--- config.mk ---
export PLATFORM = sky130hd
export DESIGN_NAME = card_phase_sel
export DESIGN_NICKNAME = d
export VERILOG_FILES = /design/src/rtl/cps_pkg.sv /design/src/rtl/cps_field.sv /design/src/rtl/cps_wake.sv /design/src/rtl/cps_readback.sv /design/src/rtl/card_phase_sel.sv
export SDC_FILE = /design/constraint.sdc
export NUM_CORES = 1
export LEC_CHECK = 0
export ABC_AREA = 1
export BUFFER_PORTS_ARGS = -buffer_cell sky130_fd_sc_hd__buf_2
export CAP_MARGIN = 0
export CORE_ASPECT_RATIO = 1.2
export CORE_UTILIZATION = 34
export CTS_CLUSTER_DIAMETER = 30
export DETAILED_ROUTE_END_ITERATION = 6
export GPL_TIMING_DRIVEN = 0
export PLACE_DENSITY = 0.88
export SETUP_SLACK_MARGIN = 0.02
export SLEW_MARGIN = 15
export SYNTH_ARGS = -nofsm -noshare
export SYNTH_HDL_FRONTEND = slang
export SYNTH_SLANG_ARGS = --single-unit
--- constraint.sdc ---
create_clock -name clk -period 1.5 [get_ports clk]
set_input_delay 0.15 -clock clk [delete_from_list [all_inputs] [get_ports clk]]
set_output_delay 0.15 -clock clk [all_outputs]
set_load 0.02 [all_outputs]
--- src/rtl/cps_pkg.sv ---
package cps_pkg;
  localparam int REG_W    = 32;
  localparam int FLD_W    = 3;
  localparam int NUM_FLD  = 3;
  localparam int FLD_SMP  = 0;
  localparam int FLD_DRV  = 1;
  localparam int FLD_DIV  = 2;
  localparam int WAKE_POS = 11;
  localparam int ADDR_MAIN = 0;
  localparam int ADDR_SMP  = 1;

  typedef enum logic [1:0] {
    SRC_KEEP,
    SRC_FULL,
    SRC_ALIAS,
    SRC_PRESET
  } fld_src_e;

  function automatic int fld_lsb(input int idx);
    case (idx)
      FLD_SMP: return 0;
      FLD_DRV: return 16;
      default: return 24;
    endcase
  endfunction
endpackage

--- src/rtl/cps_field.sv ---
module cps_field #(
  parameter int W         = 3,
  parameter bit HAS_ALIAS = 1'b0
) (
  input  logic         clk,
  input  logic         rst,
  input  logic         wr_full,
  input  logic         wr_alias,
  input  logic         ld_preset,
  input  logic [W-1:0] full_val,
  input  logic [W-1:0] alias_val,
  input  logic [W-1:0] preset_val,
  output logic [W-1:0] q,
  output logic [W-1:0] q_nxt
);
  import cps_pkg::*;

  fld_src_e src;

  always_comb begin
    if (wr_full)                     src = SRC_FULL;
    else if (HAS_ALIAS && wr_alias)  src = SRC_ALIAS;
    else if (ld_preset)              src = SRC_PRESET;
    else                             src = SRC_KEEP;
  end

  always_comb begin
    case (src)
      SRC_FULL:   q_nxt = full_val;
      SRC_ALIAS:  q_nxt = alias_val;
      SRC_PRESET: q_nxt = preset_val;
      default:    q_nxt = q;
    endcase
  end

  always_ff @(posedge clk) begin
    if (rst) q <= '0;
    else     q <= q_nxt;
  end

  a_r1_field_reset: assert property (@(posedge clk) rst |=> (q == '0));
  a_r2_full_write: assert property (@(posedge clk) disable iff (rst)
    wr_full |=> (q == $past(full_val)));
  a_r8_preset_load: assert property (@(posedge clk) disable iff (rst)
    (ld_preset && !wr_full && !(HAS_ALIAS && wr_alias)) |=> (q == $past(preset_val)));
  a_r7_idle_hold: assert property (@(posedge clk) disable iff (rst)
    (!wr_full && !(HAS_ALIAS && wr_alias) && !ld_preset) |=> $stable(q));
endmodule

--- src/rtl/cps_wake.sv ---
module cps_wake (
  input  logic clk,
  input  logic rst,
  input  logic wake_evt,
  input  logic clr_req,
  input  logic irq_en,
  output logic flag,
  output logic irq
);
  logic flag_nxt;

  always_comb begin
    flag_nxt = flag;
    if (clr_req)  flag_nxt = 1'b0;
    if (wake_evt) flag_nxt = 1'b1;
  end

  always_ff @(posedge clk) begin
    if (rst) begin
      flag <= 1'b0;
      irq  <= 1'b0;
    end else begin
      flag <= flag_nxt;
      irq  <= flag_nxt & irq_en;
    end
  end

  a_r4_event_sets: assert property (@(posedge clk) disable iff (rst)
    wake_evt |=> flag);
  a_r5_keep_unless_cleared: assert property (@(posedge clk) disable iff (rst)
    (flag && !clr_req) |=> flag);
  a_r5_clear_works: assert property (@(posedge clk) disable iff (rst)
    (clr_req && !wake_evt) |=> !flag);
  a_r11_irq_needs_flag: assert property (@(posedge clk) disable iff (rst)
    irq |-> flag);
endmodule

--- src/rtl/cps_readback.sv ---
module cps_readback #(
  parameter int DATA_W  = 32,
  parameter int ADDR_W  = 1,
  parameter int FLD_W   = 3,
  parameter int NUM_FLD = 3
) (
  input  logic                            clk,
  input  logic                            rst,
  input  logic [ADDR_W-1:0]               addr,
  input  logic [NUM_FLD-1:0][FLD_W-1:0]   fld,
  input  logic                            flag,
  output logic [DATA_W-1:0]               rdata
);
  import cps_pkg::*;

  function automatic logic [DATA_W-1:0] build_mask();
    logic [DATA_W-1:0] m;
    m = '0;
    for (int i = 0; i < NUM_FLD; i++)
      for (int b = 0; b < FLD_W; b++)
        m[fld_lsb(i) + b] = 1'b1;
    m[WAKE_POS] = 1'b1;
    return m;
  endfunction

  localparam logic [DATA_W-1:0] DEF_MASK = build_mask();

  logic [DATA_W-1:0] main_word;
  logic [DATA_W-1:0] smp_word;
  logic [DATA_W-1:0] sel_word;

  always_comb begin
    main_word = '0;
    for (int i = 0; i < NUM_FLD; i++)
      main_word[fld_lsb(i) +: FLD_W] = fld[i];
    main_word[WAKE_POS] = flag;
    smp_word = '0;
    smp_word[FLD_W-1:0] = fld[FLD_SMP];
  end

  always_comb begin
    if (addr == ADDR_W'(ADDR_MAIN))     sel_word = main_word;
    else if (addr == ADDR_W'(ADDR_SMP)) sel_word = smp_word;
    else                                sel_word = '0;
  end

  always_ff @(posedge clk) begin
    if (rst) rdata <= '0;
    else     rdata <= sel_word;
  end

  a_r3_undefined_zero: assert property (@(posedge clk) disable iff (rst)
    ((rdata & ~DEF_MASK) == '0));
  a_r1_rdata_reset: assert property (@(posedge clk) rst |=> (rdata == '0));
endmodule

--- src/rtl/card_phase_sel.sv ---
module card_phase_sel #(
  parameter int DATA_W = cps_pkg::REG_W,
  parameter int ADDR_W = 1,
  parameter int FLD_W  = cps_pkg::FLD_W
) (
  input  logic              clk,
  input  logic              rst,
  input  logic              bus_wr,
  input  logic [ADDR_W-1:0] bus_addr,
  input  logic [DATA_W-1:0] bus_wdata,
  output logic [DATA_W-1:0] bus_rdata,
  input  logic              ddr_mode,
  input  logic [DATA_W-1:0] sdr_preset,
  input  logic [DATA_W-1:0] ddr_preset,
  input  logic              wake_evt,
  input  logic              wake_irq_en,
  output logic              wake_irq,
  output logic              use_hold,
  output logic [FLD_W-1:0]  sample_phase,
  output logic [FLD_W-1:0]  drive_phase,
  output logic [FLD_W-1:0]  clk_div
);
  import cps_pkg::*;

  localparam int DRV_LSB = fld_lsb(FLD_DRV);

  logic                          mode_q;
  logic                          mode_chg;
  logic                          wr_full;
  logic                          wr_alias;
  logic                          ld_preset;
  logic [DATA_W-1:0]             preset_sel;
  logic [NUM_FLD-1:0][FLD_W-1:0] fld_q;
  logic [NUM_FLD-1:0][FLD_W-1:0] fld_nxt;
  logic                          wake_flag;
  logic                          unused_bits;

  assign mode_chg   = (ddr_mode != mode_q);
  assign wr_full    = bus_wr && (bus_addr == ADDR_W'(ADDR_MAIN));
  assign wr_alias   = bus_wr && (bus_addr == ADDR_W'(ADDR_SMP));
  assign ld_preset  = mode_chg && !bus_wr;
  assign preset_sel = ddr_mode ? ddr_preset : sdr_preset;

  always_ff @(posedge clk) begin
    if (rst) mode_q <= 1'b0;
    else     mode_q <= ddr_mode;
  end

  for (genvar gi = 0; gi < NUM_FLD; gi++) begin : g_fld
    localparam int LSB = fld_lsb(gi);
    cps_field #(
      .W         (FLD_W),
      .HAS_ALIAS (gi == FLD_SMP)
    ) u_fld (
      .clk        (clk),
      .rst        (rst),
      .wr_full    (wr_full),
      .wr_alias   (wr_alias),
      .ld_preset  (ld_preset),
      .full_val   (bus_wdata[LSB +: FLD_W]),
      .alias_val  (bus_wdata[FLD_W-1:0]),
      .preset_val (preset_sel[LSB +: FLD_W]),
      .q          (fld_q[gi]),
      .q_nxt      (fld_nxt[gi])
    );
  end

  always_ff @(posedge clk) begin
    if (rst) use_hold <= 1'b0;
    else     use_hold <= |fld_nxt[FLD_DRV];
  end

  cps_wake u_wake (
    .clk      (clk),
    .rst      (rst),
    .wake_evt (wake_evt),
    .clr_req  (wr_full && bus_wdata[WAKE_POS]),
    .irq_en   (wake_irq_en),
    .flag     (wake_flag),
    .irq      (wake_irq)
  );

  cps_readback #(
    .DATA_W  (DATA_W),
    .ADDR_W  (ADDR_W),
    .FLD_W   (FLD_W),
    .NUM_FLD (NUM_FLD)
  ) u_rb (
    .clk   (clk),
    .rst   (rst),
    .addr  (bus_addr),
    .fld   (fld_q),
    .flag  (wake_flag),
    .rdata (bus_rdata)
  );

  assign sample_phase = fld_q[FLD_SMP];
  assign drive_phase  = fld_q[FLD_DRV];
  assign clk_div      = fld_q[FLD_DIV];
  assign unused_bits  = ^{bus_wdata, sdr_preset, ddr_preset};

  a_r10_hold_tracks_drive: assert property (@(posedge clk) disable iff (rst)
    use_hold == (drive_phase != '0));
  a_r9_write_wins: assert property (@(posedge clk) disable iff (rst)
    (mode_chg && wr_full) |=> (drive_phase == $past(bus_wdata[DRV_LSB +: FLD_W])));
  a_r1_outputs_reset: assert property (@(posedge clk)
    rst |=> (!use_hold && !wake_irq));
endmodule

== Yosys cells after proc, flatten, opt, wreduce, memory -nomap -nowiden ==
Cells that the tools add are included.
W data, S select, Z words.

* Register bits: 45
* Bits of input ports: 103
* Output and inout port bits: 43
* Logic and storage cells: 38

* Equality and inequality tests: 7
* Multiplexer cells: 10
* Bitwise operators: 2
* Reductions and logical operators: 10

{| class="wikitable"
|+ Operators by type and width
! kind !! number
|-
| $mux W27 || 1
|-
| $pmux W3 S3 || 2
|-
| $eq A2 B2 Y1 const B || 4
|-
| $mux W2 || 4
|-
| $pmux W3 S2 || 1
|-
| $eq A2 B1 Y1 const B || 2
|-
| $logic_and A1 B1 Y1 || 4
|-
| $reduce_or A2 Y1 || 2
|-
| $reduce_bool A3 Y1 || 1
|-
| $reduce_or A3 Y1 || 1
|-
| $mux W1 || 2
|-
| $reduce_bool A2 Y1 || 1
|-
| $and A1 B1 Y1 || 1
|-
| $logic_not A1 Y1 || 1
|-
| $ne A1 B1 Y1 || 1
|-
| $not A1 Y1 || 1
|}

== Longest topological paths before layout ==
* Word-level depth: 8
* Depth in mapped cells: 9
* Depth with buffers taken out: 9

== Hierarchy ==
From an unflattened synthesis, not the netlist that was laid out.

* Cell total of the unflattened synthesis: 186
* Area total of the unflattened synthesis: 1268.7 sq um

{| class="wikitable"
|+ Modules (own cells, without submodules)
! module !! instances !! cells each !! area each (sq um)
|-
| cps_readback || 1 || 56 || 462.9
|-
| cps_field (g_fld[1].u_fld ...) || 2 || 24 || 161.4
|-
| card_phase_sel || 1 || 44 || 215.2
|-
| cps_field (g_fld[0].u_fld) || 1 || 29 || 197.7
|-
| cps_wake || 1 || 9 || 70.1
|}

== Worst setup path after synthesis ==
OpenSTA, ideal clock, no wires.

* Path kind: register -> register
* Start: register mode_q
* End: register use_hold
* Library setup time: 0.120 ns
* Data arrival time: 0.846 ns
* Path slack: 0.533 ns
* Stages on the path, launching flop included: 10
* Buffers on the path: 0
* Cell sequence: dfxtp_1 inv_1 nand2_2 nand2_2 nand2_4 nand2_4 nand2_1 nand2_1 nand2_1 nand3_1

* Longest elaborated chain between the ends: 7
* Elaborated cells between the ends (all ways): 9
* Those cells by class: eq/ne: 4; mux: 3; reduce/logical: 2

{| class="wikitable"
|+ RTL lines
! item !! line !! source
|-
| start, declared || card_phase_sel.sv:27 || <nowiki>logic mode_q;</nowiki>
|-
| start signal, assigned || card_phase_sel.sv:46 || <nowiki>else mode_q <= ddr_mode;</nowiki>
|-
| $ne A1 B1 Y1 (*) || card_phase_sel.sv:38 || <nowiki>assign mode_chg = (ddr_mode != mode_q);</nowiki>
|-
| $logic_and A1 B1 Y1 (*) || card_phase_sel.sv:41 || <nowiki>assign ld_preset = mode_chg && !bus_wr;</nowiki>
|-
| $mux W2 (*) || cps_field.sv:23 || <nowiki>else if (ld_preset) src = SRC_PRESET;</nowiki>
|-
| $mux W2 (*) || cps_field.sv:21 || <nowiki>if (wr_full) src = SRC_FULL;</nowiki>
|-
| $eq A2 B2 Y1 or $eq A2 B1 Y1 (tied branches) || cps_field.sv:28 || <nowiki>case (src)</nowiki>
|-
| $pmux W3 S3 (*) || cps_field.sv:28 ||
|-
| $reduce_or A3 Y1 (*) || card_phase_sel.sv:70 || <nowiki>else use_hold <= |fld_nxt[FLD_DRV];</nowiki>
|-
| end signal, assigned || card_phase_sel.sv:70 ||
|-
| end, declared || card_phase_sel.sv:18 || <nowiki>output logic use_hold,</nowiki>
|}

Every way passes the cells marked *; elsewhere a longest branch is shown, timed or not.
A chain may end at the register's enable or synchronous reset.

== Worst setup path after layout ==
Same ends and word-level chain as after synthesis.

==> results.py <==
metrics = {
    "sta": {
        "rsz0062_at_grt": "no",
        "skew_ps": 8.19,
        "timing.final.crit_share_pct": 71.6,
        "finalSetupTns_ps": 0,
        "slew_viol_final": 0,
        "fin_ws_ps": 426,
        "timing.fmax_mhz": 931,
        "hold_violations": 0,
        "post-route-min-period_ps": 1070,
        "setup_viol": 0,
    },
    "floorplanning": {
        "ios": 146,
        "dieArea_um2": 3620,
        "initial_core_util_pct": 36.6,
        "die_w_um": 55.1,
        "core-area_um2": 3140,
        "die_h_um": 65.7,
        "rows": 22,
    },
    "grt": {
        "grt_max_degree": 14,
        "grt_usage_pct": 14.7,
        "grt_first_pass_wirelength_um": 3850,
        "grt_pass1_vias": 964,
        "grt_antenna_before_repair": 0,
        "gr-total-overflow": 0,
    },
    "synthesis": {
        "synth_mux_area_share_pct": 0,
        "yosysSeqAreaShare_pct": 40.1,
        "ys_ff_latch": 23,
        "yosys.cell_types.count": 18,
        "netlist_instances": 164,
        "synth_top_area_share_pct": 40.1,
        "synth-compound-area-share_pct": 7.52,
        "synthTopCellsByArea": "dfxtp_1 40%, buf_4 15%, nand2_1 12%",
        "yosys.area_share.simple_pct": 27.8,
        "synthAdderAreaFrac_pct": 0,
        "synth_top_family_by_area": "simple AND/OR/NAND/NOR gates",
        "syn_area_um2": 1150,
        "syn_area_per_cell_um2": 7.00,
        "yosys.area.top_type": "dfxtp_1",
        "synth_xor_area_share_pct": 0,
        "ys.warnings.count": 0,
    },
    "critical_path": {
        "path_max_fanout": 9,
        "crit_required_ps": 1710,
        "cp_cell_sequence": "nand2_1 > nand3_4 > nor2_1 > nor2_1 > nand2_1 > nand2_1 > nand3_1",
        "arrival_ps": 1280,
        "crit_path_end_kind": "flip-flop",
        "path_common_cell": "nand2_1",
        "path_class": "reg -> reg",
        "max_stage_delay_ps": 350,
        "slowest_stage": "dfxtp_1",
        "start_kind": "flip-flop",
    },
    "finish": {
        "final_util_pct": 50.0,
        "drive_gt1_share_pct": 37.4,
        "design_area_um2": 1570,
        "n_fill_cell": 341,
        "nets": 347,
        "seqCellArea_um2": 460,
        "area_growth_pct": 36.7,
        "multi_input_area_um2": 488,
        "diodes": 0,
    },
    "clock_tree": {
        "ctsRootBufferMaster": "clkbuf_4",
        "clk_pin_slew_ps": 130,
        "cts-buffers-inserted": 3,
        "cts_max_level": 1,
        "clkSinkCount": 23,
        "cts.path.max_buffers": 2,
        "clock_latency_ps": 310,
        "postCtsSetupBuffers": 0,
        "cts_tree": "done",
        "cts_resized": 0,
        "cts.hold.buffers_added": 0,
    },
    "pwr": {
        "netSwitchingFraction_pct": 31.9,
        "p_leak_nw": 0.972,
        "pwr-share-comb_pct": 26.9,
        "power.density_nw_per_um2": 831,
        "seqPwrFrac_pct": 51.0,
        "irDropWorstVdd_mv": 0.561,
        "internal-power_uw": 889,
        "p_total_mw": 1.30,
        "pwr-share-clk_pct": 22.1,
        "p_switching_uw": 416,
    },
    "place": {
        "place_hpwl_um": 2130,
        "place.gp.congestion": 0.764,
        "numPortBuffers": 54,
        "dp_slack_ps": 376,
        "place_area_um2": 1540,
    },
    "route": {
        "wl_per_cell_um": 9.01,
        "routed_via_density": 3.94,
        "drc": 0,
        "firstDrtPassIters": 4,
        "antenna_left": 0,
        "vias": 1099,
        "dr.first_iter.drc_count": 22,
        "routed_wirelength_um": 2510,
    },
    "hold_path": {
        "worstHoldPathType": "in -> reg",
    },
    "run": {
        "cap_violations": 0,
    },
    "outcome": {
        "status": "finished, final reports clean",
    },
}
## power by group through the flow
stage	sequential [mW]	combinational, mW	clock, mW
floorplan	0.724	0.205	0
finish	0.666	0.351	0.288
global route	0.671	0.388	0.317
CTS	0.666	0.352	0.291
detailed placement	0.680	0.351	0
global placement	0.678	0.345	0
## kinds of logic (layout without fill, tap and decap cells)
family | count (synthesis) | count (layout)
DFF | 23 | 23
buffers and inverters | 51 | 109
other | 1 | 22
AOI/OAI and AO/OA | 15 | 15
and+or+nand+nor | 74 | 74
## placed cells by master, fill, tap and decap left out, types with 2 or more instances in the layout
cell type / instances
nand2_4: 2
buf_2: 55
dfxtp_1: 23
a21boi_1: 3
nand2_1: 36
nor2_1: 30
a21oi_1: 7
inv_2: 4
nand2_2: 2
buf_4: 23
o21ai_1: 2
clkbuf_4: 3
inv_1: 23
o22ai_1: 3
conb_1: 22
## final cells by class
| cell class | count | share of cell area [%] |
|---|---|---|
| Clock inverter | 1 | 0.319 |
| Sequential cell | 23 | 29.3 |
| Clock buffer | 3 | 1.43 |
| Multi-Input combinational cell | 111 | 31.1 |
| Buffer | 24 | 11.3 |
| Tap cell | 36 | 2.87 |
| Timing Repair Buffer | 54 | 17.2 |
| Inverter | 27 | 6.45 |
## routing by layer
layer / routed length (um) / global-route usage, %
met5: 0 / 0
met4: 51 / 6.56
met3: 233 / 2.08
met2: 1240 / 26.7
met1: 987 / 15.9
## stage by stage
stage,hold WS (ps),std cells
floorplan,278,185
global placement,372,275
detailed placement,378,275
CTS,46.9,279
global route,42.4,279
finish,46.3,279
## cells in the mapped netlist (all sizes together)
cell type / count
a21boi: 3
a21oi: 7
and2: 1
buf: 24
conb: 1
dfxtp: 23
inv: 27
nand2: 40
nand3: 2
nor2: 30
nor3b: 1
o21ai: 2
o22ai: 3
## worst paths after layout
check / startpoint / endpoint / slack [ps] / cells past startpoint
worst max-delay path: mode_q$_SDFF_PP0_ / use_hold$_SDFF_PP0_ / 430 / 7
worst min-delay path: wake_evt / u_wake.flag$_SDFF_PP0_ / 50 / 3
worst max register to register: mode_q$_SDFF_PP0_ / use_hold$_SDFF_PP0_ / 430 / 7
worst min register to register: u_wake.flag$_SDFF_PP0_ / u_rb.rdata[11]$_SDFF_PP0_ / 430 / 2
## flip-flops by register name, indices dropped and copies added (netlist names)
| signal | count |
|---|---|
| u_rb.rdata | 10 |
| g_fld.u_fld.q | 9 |
| mode_q | 1 |
| u_wake.flag | 1 |
| u_wake.irq | 1 |
| use_hold | 1 |
## critical path, delay by kind of cell, from the launching register on
family        cells  cell delay, ps
flops             1             350
simple gates      7             620
No activity file was read; power rests on OpenSTA's default activity.
